## src/rtl/gpq_pkg.sv

```systemverilog
// Shared definitions for the GPIO input qualification filter.
package gpq_pkg;

    // Per-pin qualification mode; the codes are decoded by the pin filter.
    typedef enum logic [1:0] {
        QM_SYNC = 2'b00,
        QM_WIN3 = 2'b01,
        QM_WIN6 = 2'b10,
        QM_RAW  = 2'b11
    } qual_mode_e;

endpackage

```

## src/rtl/gpq_strobe_gen.sv

```systemverilog
// Sample strobe generator for one pin group.
// Assumes: period 0 gives a strobe every clock, and period n gives one every
// 2*n clocks. A reduced period takes effect at once because the compare uses >=.
module gpq_strobe_gen #(
    parameter int PERIOD_W = 8
) (
    input  logic                clk,
    input  logic                rst_n,
    input  logic [PERIOD_W-1:0] period_i,
    output logic                strobe_o
);
    localparam int CNT_W = PERIOD_W + 1;

    logic [CNT_W-1:0] cnt_q;
    logic [CNT_W-1:0] limit;

    // Terminal count for the current period setting.
    always_comb begin
        if (period_i == '0) limit = '0;
        else                limit = ({1'b0, period_i} << 1) - CNT_W'(1);
    end

    assign strobe_o = (cnt_q >= limit);

    // Count up between strobes and restart on each strobe.
    always_ff @(posedge clk) begin
        if (!rst_n)        cnt_q <= '0;
        else if (strobe_o) cnt_q <= '0;
        else               cnt_q <= cnt_q + CNT_W'(1);
    end

    // with a non-zero period, two strobes are never adjacent.
    p_strobe_gap_r7: assert property (@(posedge clk) disable iff (!rst_n)
        (strobe_o && period_i != '0) |=> (period_i == '0 || !strobe_o));

endmodule

```

## src/rtl/gpq_sync_chain.sv

```systemverilog
// Multi-stage synchronizer for one asynchronous pin.
// Assumes STAGES >= 2. All stages clear on reset.
module gpq_sync_chain #(
    parameter int STAGES = 2
) (
    input  logic clk,
    input  logic rst_n,
    input  logic d_i,
    output logic q_o
);
    logic [STAGES-1:0] st_q;

    // Shift the pin level through the chain.
    always_ff @(posedge clk) begin
        if (!rst_n) st_q <= '0;
        else        st_q <= {st_q[STAGES-2:0], d_i};
    end

    assign q_o = st_q[STAGES-1];

    // each stage takes the value of the one before it on the previous clock.
    p_chain_step_r2: assert property (@(posedge clk) disable iff (!rst_n)
        $past(rst_n) |-> (st_q[1] == $past(st_q[0])));

endmodule

```

## src/rtl/gpq_pin_filter.sv

```systemverilog
// Qualification for one pin: synchronizer, sample history, window check and mode mux.
// Assumes strobe_i comes from the strobe generator of the pin's group.
// The history shifts on every strobe whatever the mode. The qualified level
// updates only on a strobe in a window mode.
module gpq_pin_filter
    import gpq_pkg::*;
#(
    parameter int SYNC_STAGES = 2,
    parameter int SHORT_WIN   = 3,
    parameter int LONG_WIN    = 6
) (
    input  logic       clk,
    input  logic       rst_n,
    input  logic       raw_i,
    input  logic       strobe_i,
    input  logic [1:0] mode_i,
    output logic       pin_o
);
    qual_mode_e mode;
    logic synced;
    logic [LONG_WIN-1:0] hist_q;
    logic [LONG_WIN-1:0] hist_nxt;
    logic short_one, short_zero, long_one, long_zero;
    logic win_hit;
    logic qual_q;

    assign mode = qual_mode_e'(mode_i);

    gpq_sync_chain #(.STAGES(SYNC_STAGES)) u_sync (
        .clk   (clk),
        .rst_n (rst_n),
        .d_i   (raw_i),
        .q_o   (synced)
    );

    assign hist_nxt   = {hist_q[LONG_WIN-2:0], synced};
    assign short_one  = &hist_nxt[SHORT_WIN-1:0];
    assign short_zero = ~|hist_nxt[SHORT_WIN-1:0];
    assign long_one   = &hist_nxt[LONG_WIN-1:0];
    assign long_zero  = ~|hist_nxt[LONG_WIN-1:0];

    // Decide whether the window of the current mode agrees.
    always_comb begin
        case (mode)
            QM_WIN3: win_hit = short_one | short_zero;
            QM_WIN6: win_hit = long_one | long_zero;
            default: win_hit = 1'b0;
        endcase
    end

    // Shift the synchronized level into the history on each strobe.
    always_ff @(posedge clk) begin
        if (!rst_n)        hist_q <= '0;
        else if (strobe_i) hist_q <= hist_nxt;
    end

    // Take the agreed level when the window is unanimous.
    always_ff @(posedge clk) begin
        if (!rst_n)                   qual_q <= 1'b0;
        else if (strobe_i && win_hit) qual_q <= hist_nxt[0];
    end

    // Pick the output path for the pin's mode.
    always_comb begin
        case (mode)
            QM_SYNC: pin_o = synced;
            QM_RAW:  pin_o = raw_i;
            default: pin_o = qual_q;
        endcase
    end

    // the qualified level moves only on a strobe.
    p_hold_off_strobe_r6: assert property (@(posedge clk) disable iff (!rst_n)
        !strobe_i |=> $stable(qual_q));

    // a change made in 3-sample mode is backed by 3 agreeing samples.
    p_short_agree_r4: assert property (@(posedge clk) disable iff (!rst_n)
        ($past(rst_n) && qual_q != $past(qual_q) && $past(mode_i) == QM_WIN3)
        |-> (hist_q[SHORT_WIN-1:0] == {SHORT_WIN{qual_q}}));

    // a change made in 6-sample mode is backed by 6 agreeing samples.
    p_long_agree_r5: assert property (@(posedge clk) disable iff (!rst_n)
        ($past(rst_n) && qual_q != $past(qual_q) && $past(mode_i) == QM_WIN6)
        |-> (hist_q == {LONG_WIN{qual_q}}));

    // the history takes the synchronized level on every strobe, in any mode.
    p_hist_shift_r9: assert property (@(posedge clk) disable iff (!rst_n)
        ($past(rst_n) && $past(strobe_i)) |-> (hist_q[0] == $past(synced)));

endmodule

```

## src/rtl/gpio_qual_filter.sv

```systemverilog
// Bank of qualified GPIO inputs: one strobe generator per group of pins and
// one filter per pin.
// Assumes mode_sel holds 2 bits per pin and group_period holds PERIOD_W bits
// per group, both packed from the lowest index up.
module gpio_qual_filter #(
    parameter int  NUM_PINS    = 16,
    parameter int  GROUP_SIZE  = 8,
    parameter int  PERIOD_W    = 8,
    parameter int  SYNC_STAGES = 2,
    localparam int NUM_GROUPS  = (NUM_PINS + GROUP_SIZE - 1) / GROUP_SIZE
) (
    input  logic                           clk,
    input  logic                           rst_n,
    input  logic [NUM_PINS-1:0]            pin_raw,
    input  logic [2*NUM_PINS-1:0]          mode_sel,
    input  logic [PERIOD_W*NUM_GROUPS-1:0] group_period,
    output logic [NUM_PINS-1:0]            pin_qual
);
    logic [NUM_GROUPS-1:0] grp_strobe;

    // One sample strobe per group.
    for (genvar g = 0; g < NUM_GROUPS; g++) begin : g_grp
        gpq_strobe_gen #(.PERIOD_W(PERIOD_W)) u_strobe (
            .clk      (clk),
            .rst_n    (rst_n),
            .period_i (group_period[g*PERIOD_W +: PERIOD_W]),
            .strobe_o (grp_strobe[g])
        );
    end

    // One filter per pin, fed by its group's strobe.
    for (genvar i = 0; i < NUM_PINS; i++) begin : g_pin
        localparam int GIDX = i / GROUP_SIZE;
        gpq_pin_filter #(
            .SYNC_STAGES (SYNC_STAGES),
            .SHORT_WIN   (3),
            .LONG_WIN    (6)
        ) u_filt (
            .clk      (clk),
            .rst_n    (rst_n),
            .raw_i    (pin_raw[i]),
            .strobe_i (grp_strobe[GIDX]),
            .mode_i   (mode_sel[2*i +: 2]),
            .pin_o    (pin_qual[i])
        );
    end

endmodule

```

## config.mk

```make
export PLATFORM = sky130hd
export DESIGN_NAME = gpio_qual_filter
export DESIGN_NICKNAME = d
export VERILOG_FILES = /design/src/rtl/gpq_pkg.sv /design/src/rtl/gpq_strobe_gen.sv /design/src/rtl/gpq_sync_chain.sv /design/src/rtl/gpq_pin_filter.sv /design/src/rtl/gpio_qual_filter.sv
export SDC_FILE = /design/constraint.sdc
export NUM_CORES = 1
export LEC_CHECK = 0
export ABC_AREA = 1
export BUFFER_PORTS_ARGS = -buffer_cell sky130_fd_sc_hd__buf_2
export CAP_MARGIN = 20
export CORE_MARGIN = 2
export CORE_UTILIZATION = 55
export DETAILED_ROUTE_END_ITERATION = 8
export PLACE_DENSITY = 0.75
export SYNTH_ARGS = -nofsm -noshare
export SYNTH_HDL_FRONTEND = slang
export SYNTH_HIERARCHICAL = 1
export SYNTH_SLANG_ARGS = --single-unit
```

## constraint.sdc

```tcl
create_clock -name clk -period 4.9 [get_ports clk]
set_input_delay 0 -clock clk [delete_from_list [all_inputs] [get_ports clk]]
set_output_delay 0 -clock clk [all_outputs]
set_load 0.03 [all_outputs]
```

* After elaboration in Yosys (flattened, before gate mapping)
Cells that the tools add are included.
** Word-level totals
- Flip-flop bits (word level) :: 146
- Logic and storage cells :: 303
- Output and inout bits :: 16
** Operators by class
- Bitwise gates (word level) :: 33
- Multiplexer cells :: 34
- Reduce and logical (&&, ||, !) cells :: 132
- Equality and inequality tests :: 48
- Add/subtract/negate cells :: 4
- Order comparisons :: 2
** Operator list (number)
- AND reduction 6 bit :: 16
- OR reduction 6 bit :: 16
- equality test 2 bit (second input constant) :: 32
- one-hot mux 1 bit (2 select lines) :: 32
- AND reduction 3 bit :: 16
- OR reduction 3 bit :: 16
- equality test 2 x 1 -> 1 bit (second input constant) :: 16
- zero test 1 bit :: 32
- zero test 2 bit :: 16
- OR 1 bit :: 32
- adder 9 x 1 -> 9 bit (second input constant) :: 2
- greater-or-equal comparator 9 bit :: 2
- two-way mux 9 bit :: 2
- subtractor 9 x 1 -> 9 bit (second input constant) :: 2
- logical AND 1 bit :: 16
- zero test 8 bit :: 2
- OR reduction 2 bit :: 2
- inverter 1 bit :: 1

* Logic depth before layout (Yosys ltp)
Gate-level depths: netlist (run 1).
- Word-level depth :: 5
- Depth in mapped cells :: 17
- Depth with buffers taken out :: 17

* Modules after synthesis
The synthesis (run 1) kept the hierarchy.
** By module, submodules not included
- gpq_pin_filter :: area each 352.8 um^2, cells an instance 48, sequential area each 120.1 um^2, times used 16
- gpq_strobe_gen :: area each 878.3 um^2, cells an instance 127, sequential area each 180.2 um^2, times used 2
- gpq_sync_chain :: area each 55.1 um^2, cells an instance 6, sequential area each 40.0 um^2, times used 16

* Worst setup path after synthesis (run 1)
No wires, ideal clock.
- Path kind :: in2reg
- Start point :: input port group_period[0]
- End point :: register g_pin[0].u_filt.qual_q
- Library setup time :: 115 ps
- Cell stages on the path :: 16
- Arrival time :: 1951 ps
- Setup slack :: 2834 ps
- Cells stage by stage :: inv_1 > nand3_1 > nor2_1 > nand3_1 > nand2_1 > nand3_1 > ha_1 > nand2_1 > nor2_1 > nand3_1 > nand3_1 > nand2_1 > nor3_2 > nand3_1 > nand2_1 > nor2_1
** Between the ends
- Longest elaborated chain between the ends :: 4
- Elaborated cells on any way between the ends :: 5
- Classes of those cells :: 1 x add/sub; 1 x order compare; 1 x mux; 2 x reduce/logical
** RTL lines
- start, declared :: RTL line gpio_qual_filter.sv:16 : input logic [PERIOD_W*NUM_GROUPS-1:0] group_period,
- subtractor 9 x 1 -> 9 bit / zero test 8 bit (equally long branches) :: RTL line gpq_strobe_gen.sv:20, gpq_strobe_gen.sv:19
- two-way mux 9 bit (*) :: RTL line gpq_strobe_gen.sv:19 : if (period_i == '0) limit = '0;
- greater-or-equal comparator 9 bit (*) :: RTL line gpq_strobe_gen.sv:23 : assign strobe_o = (cnt_q >= limit);
- net grp_strobe[0] :: RTL line gpio_qual_filter.sv:19 : logic [NUM_GROUPS-1:0] grp_strobe;
- logical AND 1 bit (*) :: RTL line gpq_pin_filter.sv:60 : else if (strobe_i && win_hit) qual_q <= hist_nxt[0];
- end signal, assigned :: RTL line gpq_pin_filter.sv:60
- end, declared :: RTL line gpq_pin_filter.sv:25 : logic qual_q;
The timed path passes the listed nets; every way through them passes the cells marked *.
A chain may end at the register's enable or synchronous reset.

* Final worst setup path (run 1)
- Start point :: register g_grp[1].u_strobe.cnt_q[0]
- End point :: register g_pin[12].u_filt.hist_q[1]
** Between the ends
- Longest elaborated chain between the ends :: 1
** RTL lines
- start, declared :: RTL line gpq_strobe_gen.sv:14 : logic [CNT_W-1:0] cnt_q;
- start signal, assigned :: RTL line gpq_strobe_gen.sv:29 : else cnt_q <= cnt_q + CNT_W'(1);
- greater-or-equal comparator 9 bit :: RTL line gpq_strobe_gen.sv:23
- net grp_strobe[1] :: RTL line gpio_qual_filter.sv:19
- end signal, assigned :: RTL line gpq_pin_filter.sv:54 : else if (strobe_i) hist_q <= hist_nxt;
- end, declared :: RTL line gpq_pin_filter.sv:21 : logic [LONG_WIN-1:0] hist_q;
The timed path passes the listed nets, and every way through them passes these cells.

==> results of run 1 <==
==> layer usage <==
| layer | share of wire | vias to the layer above |
|---|---|---|
| met3 | 0.027 | 10 |
| met4 | 0.010 | 0 |
| met5 | 0 | - |
| li1 | - | 3791 |
| met2 | 0.48 | 79 |
| met1 | 0.48 | 3119 |
==> cells by family after synthesis <==
family          after synthesis  synth area share
flops                       146            0.3529
buf+inv                     242            0.1121
fa+ha+maj                    88            0.1329
xor+xnor                     10           0.01057
simple gates                384            0.2205
compound gates              248            0.1710
==> power breakdown <==
group | leakage [uW] | internal, uW | total [uW] | switching [uW]
combinational | 0.00308 | 113 | 293 | 180
clock | 0.000312 | 887 | 1360 | 472
sequential | 0.00118 | 1210 | 1230 | 17.6
==> placed cells by master, fill, tap and decap left out <==
master	count
sky130_fd_sc_hd__clkinvlp_4	1
sky130_fd_sc_hd__bufinv_16	4
sky130_fd_sc_hd__o21ai_0	82
sky130_fd_sc_hd__clkbuf_1	1
sky130_fd_sc_hd__buf_2	80
sky130_fd_sc_hd__dlygate4sd3_1	16
sky130_fd_sc_hd__xor2_1	8
sky130_fd_sc_hd__nand2_1	206
sky130_fd_sc_hd__buf_4	5
sky130_fd_sc_hd__dfxtp_1	146
sky130_fd_sc_hd__nand3_1	74
sky130_fd_sc_hd__inv_1	200
sky130_fd_sc_hd__clkinv_2	6
sky130_fd_sc_hd__nor2_2	2
sky130_fd_sc_hd__xnor2_1	2
sky130_fd_sc_hd__inv_2	26
sky130_fd_sc_hd__nor2_4	2
sky130_fd_sc_hd__a21oi_1	114
sky130_fd_sc_hd__nand4_1	4
sky130_fd_sc_hd__clkbuf_8	3
sky130_fd_sc_hd__nor2_1	60
sky130_fd_sc_hd__o21ai_2	2
sky130_fd_sc_hd__nand2_2	6
sky130_fd_sc_hd__nor3_2	18
sky130_fd_sc_hd__ha_1	88
sky130_fd_sc_hd__nor3_4	4
sky130_fd_sc_hd__a22oi_1	16
sky130_fd_sc_hd__nand4_4	4
sky130_fd_sc_hd__a21oi_2	34
sky130_fd_sc_hd__nand3_2	4
sky130_fd_sc_hd__clkbuf_16	17
==> stage by stage <==
step	hold slack, ns	total power (uW)	setup slack [ns]	utilization	instance area, um2
CTS	0.08834	2916	2.219	0.6603	9669
global route	0.1338	3011	1.837	0.6603	9669
finish	0.08962	2879	2.253	0.6603	9669
floorplan	0.09345	1434	2.834	-	8283
global placement	0.1973	1531	1.891	0.6065	8881
detailed placement	0.1988	1537	1.821	0.6065	8881
==> registers in the layout, summed over array words and instances (netlist names) <==
name	flops
g_grp.u_strobe/cnt_q	18
g_pin.u_filt/qual_q	16
g_pin.u_filt/hist_q	80
g_pin.u_filt/u_sync/st_q	32
==> worst max-delay path, delay by kind of cell (launching register included) <==
kind            cells  cell delay [ns]
fa+ha+maj           1             0.29
flops               1             0.42
compound gates      2             0.22
simple gates        3             0.94
buf+inv             3             0.61
==> layout make-up <==
cell class                      count  area, um2  area share
Multi-Input combinational cell    730       4442      0.4594
Inverter                          226      848.3     0.08773
Clock buffer                       21      470.5     0.04865
Timing Repair Buffer              101      598.1     0.06185
Clock inverter                     11      157.7     0.01630
Sequential cell                   146       2923      0.3023
Tap cell                          184      230.2     0.02381
==> synthesized netlist by cell type, types with 4 or more instances <==
library cell,count
sky130_fd_sc_hd__a22oi_1,16
sky130_fd_sc_hd__inv_1,200
sky130_fd_sc_hd__xor2_1,8
sky130_fd_sc_hd__nand4_1,4
sky130_fd_sc_hd__nand2_2,6
sky130_fd_sc_hd__nand3_1,76
sky130_fd_sc_hd__nand4_4,4
sky130_fd_sc_hd__buf_2,16
sky130_fd_sc_hd__inv_2,26
sky130_fd_sc_hd__ha_1,88
sky130_fd_sc_hd__nor2_1,60
sky130_fd_sc_hd__nor3_2,18
sky130_fd_sc_hd__nor3_4,4
sky130_fd_sc_hd__dfxtp_1,146
sky130_fd_sc_hd__a21oi_2,34
sky130_fd_sc_hd__o21ai_0,82
sky130_fd_sc_hd__nand2_1,206
sky130_fd_sc_hd__a21oi_1,114
==> timing repair <==
item | in CTS | in global routing
endpoints found under the setup margin | 0 | 0
hold buffers | 16 | 0
endpoints found under the hold margin | 16 | 0
==> worst min-delay path by stage <==
stage	start	end	slack (ns)	cells after the start
after floorplan	pin_raw[0]	g_pin[0].u_filt/u_sync/st_q[0]	0.09	2
after global placement	pin_raw[0]	g_pin[0].u_filt/u_sync/st_q[0]	0.20	3
after detailed placement	pin_raw[3]	g_pin[3].u_filt/u_sync/st_q[0]	0.20	3
after CTS	rst_n	g_pin[8].u_filt/u_sync/st_q[1]	0.09	3
after global routing	rst_n	g_pin[5].u_filt/u_sync/st_q[1]	0.13	3
final	rst_n	g_pin[10].u_filt/u_sync/st_q[1]	0.09	3
==> impl_summary.md, run 1 <==
Finish
The non-filler instance count after layout is 1,419. Compared with the post-synthesis result, the final layout area differs by 16.74%. The count of nets after finishing is 1,376.

Of the cells placed in the final design, the portion with a size suffix greater than 1 is 0.1765. The repair_antennas step left the layout with diodes totalling 0. The layout has 1,271 filler cells.

CTS
The total of cells resized after clock tree synthesis is 0. The buffer levels on the longest clock path is 2. The number of clock buffers added by TritonCTS is 17.

Clock latency on the worst-skew pair, taken at its later pin, is 0.41 ns. The register clock-pin slew on the reported worst setup and hold paths is 0.06 ns. The clock net in this run drives a total of 146 sinks.

In this run the post-CTS setup repair buffer count came out at 0. TritonCTS built the clock tree. The tree is rooted in a sky130_fd_sc_hd__clkbuf_16. The H-tree depth reported by CTS is 4.

Drt
The detail route stage leaves a number of antenna-violating nets equal to 0. The routed design has 15.09 mm of wire. The DRC violation count after routing is 0. The detailed router placed 6,999 vias in this run. The number of optimization iterations in the first detailed-route pass is 5. In the routed layout, each cell is associated on average with a via count of 4.932. After detailed routing, the average wire length per cell comes to 10.63 um. The detailed router finished its first iteration with 381 violations.

Placed design
Routability-driven placement finished with a final weighted congestion of 0.7917. The HPWL after detailed placement is 10.58 mm. The cell total after placement is 1,371. Buffers placed on the I/O ports in this run total 81.

Critical path
In this run the critical register-to-register path is captured at g_pin[12].u_filt/hist_q[1]. The critical path data required time is 5.16 ns. The worst-path maximum fanout is 54. The delay contributed by the slowest stage of the critical path is 0.73 ns.

The critical path arrival is 2.91 ns. The register-to-register setup slack is 2.25 ns. STA classifies the critical path endpoint as a flop. The end point of the critical path is g_pin[12].u_filt/hist_q[1].

Tracing the worst setup path back leads to its startpoint at g_grp[1].u_strobe/cnt_q[0]. Traced cell by cell, the critical path runs through inv_1, ha_1, inv_1, nand2_1, nand3_1, nand3_2, buf_4, o21ai_0, a21oi_1. The most numerous cell type found on the critical path is sky130_fd_sc_hd__inv_1. The worst setup path is launched from a flop. The worst register-to-register path has a depth of 9. The slowest cell on the critical path is sky130_fd_sc_hd__nand3_2.

The critical path is of the flop to flop type. The startpoint identified for the worst register-to-register timing path is g_grp[1].u_strobe/cnt_q[0].

Timing
The final number of hold-violating endpoints is 0. The count of endpoints failing setup in the final report is 0. The worst pin sits at a relative slew slack of 0.3804.

The shortest period the worst path allows is 2.647 ns. For the final routed database, the setup TNS stands at 0 ns. The number of pins with negative max-slew slack in the final report is 0. The maximum clock skew at final layout is 0.006966 ns. For the pin with the worst max-slew slack, the measured transition is 0.9283 ns. For this run, the top clock speed supported by timing is 0.3778 GHz. Setup repair after global routing left no endpoint under its margin. Of the available clock period, the critical path in the final layout requires 0.5402.

Outcome
The run finished with clean final reports.

Synthesis
Averaged over all synthesized cells, the footprint is 7.409 um2. The synthesized netlist cell count is 1,118. The fraction of synthesized cell area taken by the top area cell type is 0.3529. For this run, the register share of the synthesized area comes to 0.3529. The net count of the mapped netlist is 1,272. The top cell type by total area after synthesis is sky130_fd_sc_hd__dfxtp_1. The combined area of all synthesized cells is 8283 um2. Of all flip-flops after synthesis, the portion carrying an async set or reset was 0. The number of library cell types mapped by synthesis is 23. The count of flip-flops with a built-in enable after synthesis is 0. For this run, the leading register cell type out of synthesis is sky130_fd_sc_hd__dfxtp_1.

After synthesis, the cell types taking the most area are sky130_fd_sc_hd__dfxtp_1, sky130_fd_sc_hd__ha_1, sky130_fd_sc_hd__nand2_1, sky130_fd_sc_hd__inv_1, sky130_fd_sc_hd__a21oi_1. For this run, the number of Yosys warnings is 6. The flip-flop and latch count after synthesis is 146.

GRT
The global routing stage identified its most utilized layer as met2. Summed over all layers, the global routing overflow is 0. The met3 track demand over resource is 0.04133. The global routing met1 resource utilization is 0.2460.

The number of global-route vias before repair is 6,694. The maximum number of pins on one net before global-route repair is 89. The first-pass GRT wire length is 27.66 mm. Across every metal layer, demand over resource in global routing totals 0.2038. In the global route stage, met2 resource usage came out at 0.3647.

The initial antenna violation count is 0.

Die
The floorplan has 44 rows. The die is 126.7 um wide. The initial core utilization is 0.5656. Measured along the y axis, the die boundary spans 126.7 um. The number of ports placed on the die boundary is 82.

The standard cell core area is 14,640 um2. The floorplan step defined a die boundary enclosing 16,060 um2.

Power
The analysis attributes to cell leakage a power of 0.004581 uW. The power density relative to cell area is 297.8 nW/um2. Across the VDD grid, the largest voltage drop is 0.0003377 V.

Flow run
Across the run, the number of max-cap violations was 0.

Hold path
The tightest min-delay check is of the primary input to flop type.
(Power assumes the default switching activity.)
==> inputs of run 2 (changes only) <==
==> constraint.sdc (replaced) <==
create_clock -name clk -period 2.65 [get_ports clk]
set_input_delay 0 -clock clk [delete_from_list [all_inputs] [get_ports clk]]
set_output_delay 0 -clock clk [all_outputs]
set_load 0.03 [all_outputs]
==> impl_summary.md, run 2 (same netlist as run 1, synthesis figures left out) <==
Die
The core region is 14,640 um2. The die is 126.7 um tall. The width of the die is 126.7 um. The initial core utilization is 0.5656. The number of ports placed on the die boundary is 82. Row generation in the floorplan step produced 44 rows. The die covers 16,060 um2.

Flow run
Across the run, the number of max-cap violations was 0.

Drt
The average wire per standard cell is 11.03 um. The ratio of routed vias to standard cells is 4.994. The number of nets with antenna violations after detailed routing is 0.

Across all layers, the routed design uses 7,151 vias. The iteration-0 DRC count of the detailed router is 291. For this run, design rule violations remaining after detail routing come to 0. The pre-antenna-repair detailed-routing pass consisted of 4 iterations. For this block, the routed nets add up to 15.79 mm of wire.

Finish
Fill cells in the final layout number 1,292. The register with the most flip-flops in the final layout is g_pin.u_filt/hist_q. The largest registers in the layout are g_pin.u_filt/hist_q (80), g_pin.u_filt/u_sync/st_q (32), g_grp.u_strobe/cnt_q (18). The repair_antennas step left the layout with diodes totalling 0.

The top cell types in the final layout, fill and taps aside, are sky130_fd_sc_hd__nand2_1, sky130_fd_sc_hd__inv_1, sky130_fd_sc_hd__dfxtp_1. The count of nets after finishing is 1,389. The number of flip-flops in the largest register is 80. Relative to the synthesized area, the layout overhead comes to 17.96%. Leaving out fill and tap cells, the most frequent cell in the layout is sky130_fd_sc_hd__nand2_1. In the final layout, the share of cells above drive strength 1 is 0.1811.

GRT
The first-pass GRT wire length is 28.25 mm. The total overflow left after global routing is 0. The global-route usage over all layers is 0.2076. Entering global routing, the biggest net connects 71 pins. The initial antenna violation count is 0. The number of global-route vias before repair is 6,892.

Timing
Clock skew on the completed layout was measured at 0.006660 ns. The least setup slack across all paths after layout is 0.4367 ns. Summed over all failing endpoints, the final setup total negative slack is 0 ns.

Static timing analysis puts the maximum clock frequency at 0.4518 GHz. The shortest period the worst path allows is 2.213 ns. The measured slew at the worst slew-check pin is 0.4875 ns. The worst hold slack is 0.1032 ns. The count of endpoints failing setup in the final report is 0. Setup repair after global routing left no endpoint under its margin. The number of pins with negative max-slew slack in the final report is 0.

Measured against its own limit, the worst slew margin works out to 0.6747. In the finished design, the share of the clock period the worst path needs comes to 0.8352. The final number of hold-violating endpoints came to 0.

CTS
The clock tree root driver cell is sky130_fd_sc_hd__clkbuf_16. Once the clock tree was built, the setup fixing pass inserted 0 buffers. The clock insertion delay at the later pin of the skew report is 0.42 ns. The clock sink count is 146. Post-CTS repair changed the size of 0 cells. The clock passes through at most 2 buffers. TritonCTS built the clock tree.

For this design, the CTS-stage hold fixing added 20 buffers. The number of clock buffers inserted by TritonCTS is 17. After clock tree synthesis, the clock-pin slew on the worst setup and hold paths is 0.06 ns. The H-tree depth reported by CTS is 4.

Critical path
The startpoint identified for the worst register-to-register timing path is g_grp[1].u_strobe/cnt_q[6]. For this design, the slowest cell found on the critical path is sky130_fd_sc_hd__nand3_2. The worst-path maximum fanout is 23. For the worst setup path, the data required time is 2.95 ns. The endpoint kind of the worst setup timing path is a flop.

The most critical setup path has its startpoint at g_grp[1].u_strobe/cnt_q[6]. The count of buffering cells on the critical path with inverters included is 1. For this run, the slowest stage of the critical path takes 0.43 ns. Walking the worst path, the cells encountered are ha_1, nand2_1, nand2_1, a21oi_2, nand3_2, buf_4, o21ai_0, a21oi_1. The most numerous cell type found on the critical path is sky130_fd_sc_hd__nand2_1.

The cell type group with the largest total delay on the critical path is simple AND/OR/NAND/NOR gates. The critical path arrival is 2.51 ns. The critical path in this run is classified as flop to flop.

The kind of launch point of the worst setup path is a flop.

Placed design
The count of buffers inserted at the top-level ports is 81. Detailed placement ended at an HPWL of 11.10 mm. The worst setup timing slack at the placement stage is 0.07279 ns. The placer congestion estimate is 0.8165.

Hold path
In this run the most critical hold path is launched from mode_sel[14]. The class of the worst hold path is primary input to flop.

Power
The worst-case IR drop observed on VDD is 0.0004925 V. The power density relative to cell area is 533.5 nW/um2. The leakage power figure is 0.004632 uW.

The overall power of the completed layout is 5213 uW.

Outcome
The flow ran to the end, and the final reports show no timing, DRC or antenna violations.
run 2: changes by cell type in the layout (fill, tap and decap cells not counted):
cell                            before  now
sky130_fd_sc_hd__dlygate4sd3_1      16   20
sky130_fd_sc_hd__clkbuf_1            1    2
sky130_fd_sc_hd__clkinvlp_4          1    0
sky130_fd_sc_hd__inv_6               0    3
sky130_fd_sc_hd__bufinv_16           4    2
sky130_fd_sc_hd__clkinv_4            0    3
sky130_fd_sc_hd__buf_12              0    2
sky130_fd_sc_hd__clkinv_2            6    2
sky130_fd_sc_hd__buf_4               5   12
run 2: layer usage:
layer / part of all wire / track usage
met1: 0.46 / 0.2393
met2: 0.49 / 0.3803
met3: 0.026 / 0.04218
met4: 0.020 / 0.07563
met5: 0 / 0
run 2: report_power, final:
part           leakage (uW)  total (uW)  internal, uW  switching (uW)
Clock              0.000295        2390          1470             917
Combinational       0.00315         555           217             337
Sequential          0.00118        2270          2240            33.0
run 2: area by class of cell:
type | count | area, um2 | area share
Timing Repair Buffer | 114 | 730.7 | 0.07479
Clock buffer | 22 | 474.2 | 0.04853
Inverter | 226 | 848.3 | 0.08682
Multi-Input combinational cell | 730 | 4442 | 0.4546
Tap cell | 184 | 230.2 | 0.02356
Sequential cell | 146 | 2923 | 0.2991
Clock inverter | 10 | 122.6 | 0.01255
run 2: worst paths after layout:
path / endpoint / slack (ns) / depth (start not counted)
max: g_pin[13].u_filt/hist_q[4] / 0.44 / 8
min: g_pin[7].u_filt/qual_q / 0.10 / 6
max reg2reg: g_pin[13].u_filt/hist_q[4] / 0.44 / 8
min reg2reg: g_pin[6].u_filt/u_sync/st_q[1] / 0.41 / 2
run 2: worst reg2reg max path, stage by stage, from the launching register on:
cell and delay (ns):
sky130_fd_sc_hd__dfxtp_1 0.40, sky130_fd_sc_hd__ha_1 0.28, sky130_fd_sc_hd__nand2_1 0.07, sky130_fd_sc_hd__nand2_1 0.06, sky130_fd_sc_hd__a21oi_2 0.21, sky130_fd_sc_hd__nand3_2 0.43, sky130_fd_sc_hd__buf_4 0.37, sky130_fd_sc_hd__o21ai_0 0.21
sky130_fd_sc_hd__a21oi_1 0.06
run 2: through the flow:
step,cell area (um2),std cells,utilization
after global placement,8974,1380,0.6128
after detailed placement,8974,1380,0.6128
final,9771,1432,0.6672
after global routing,9771,1432,0.6672
after CTS,9771,1432,0.6672
after floorplan,8283,1118,-
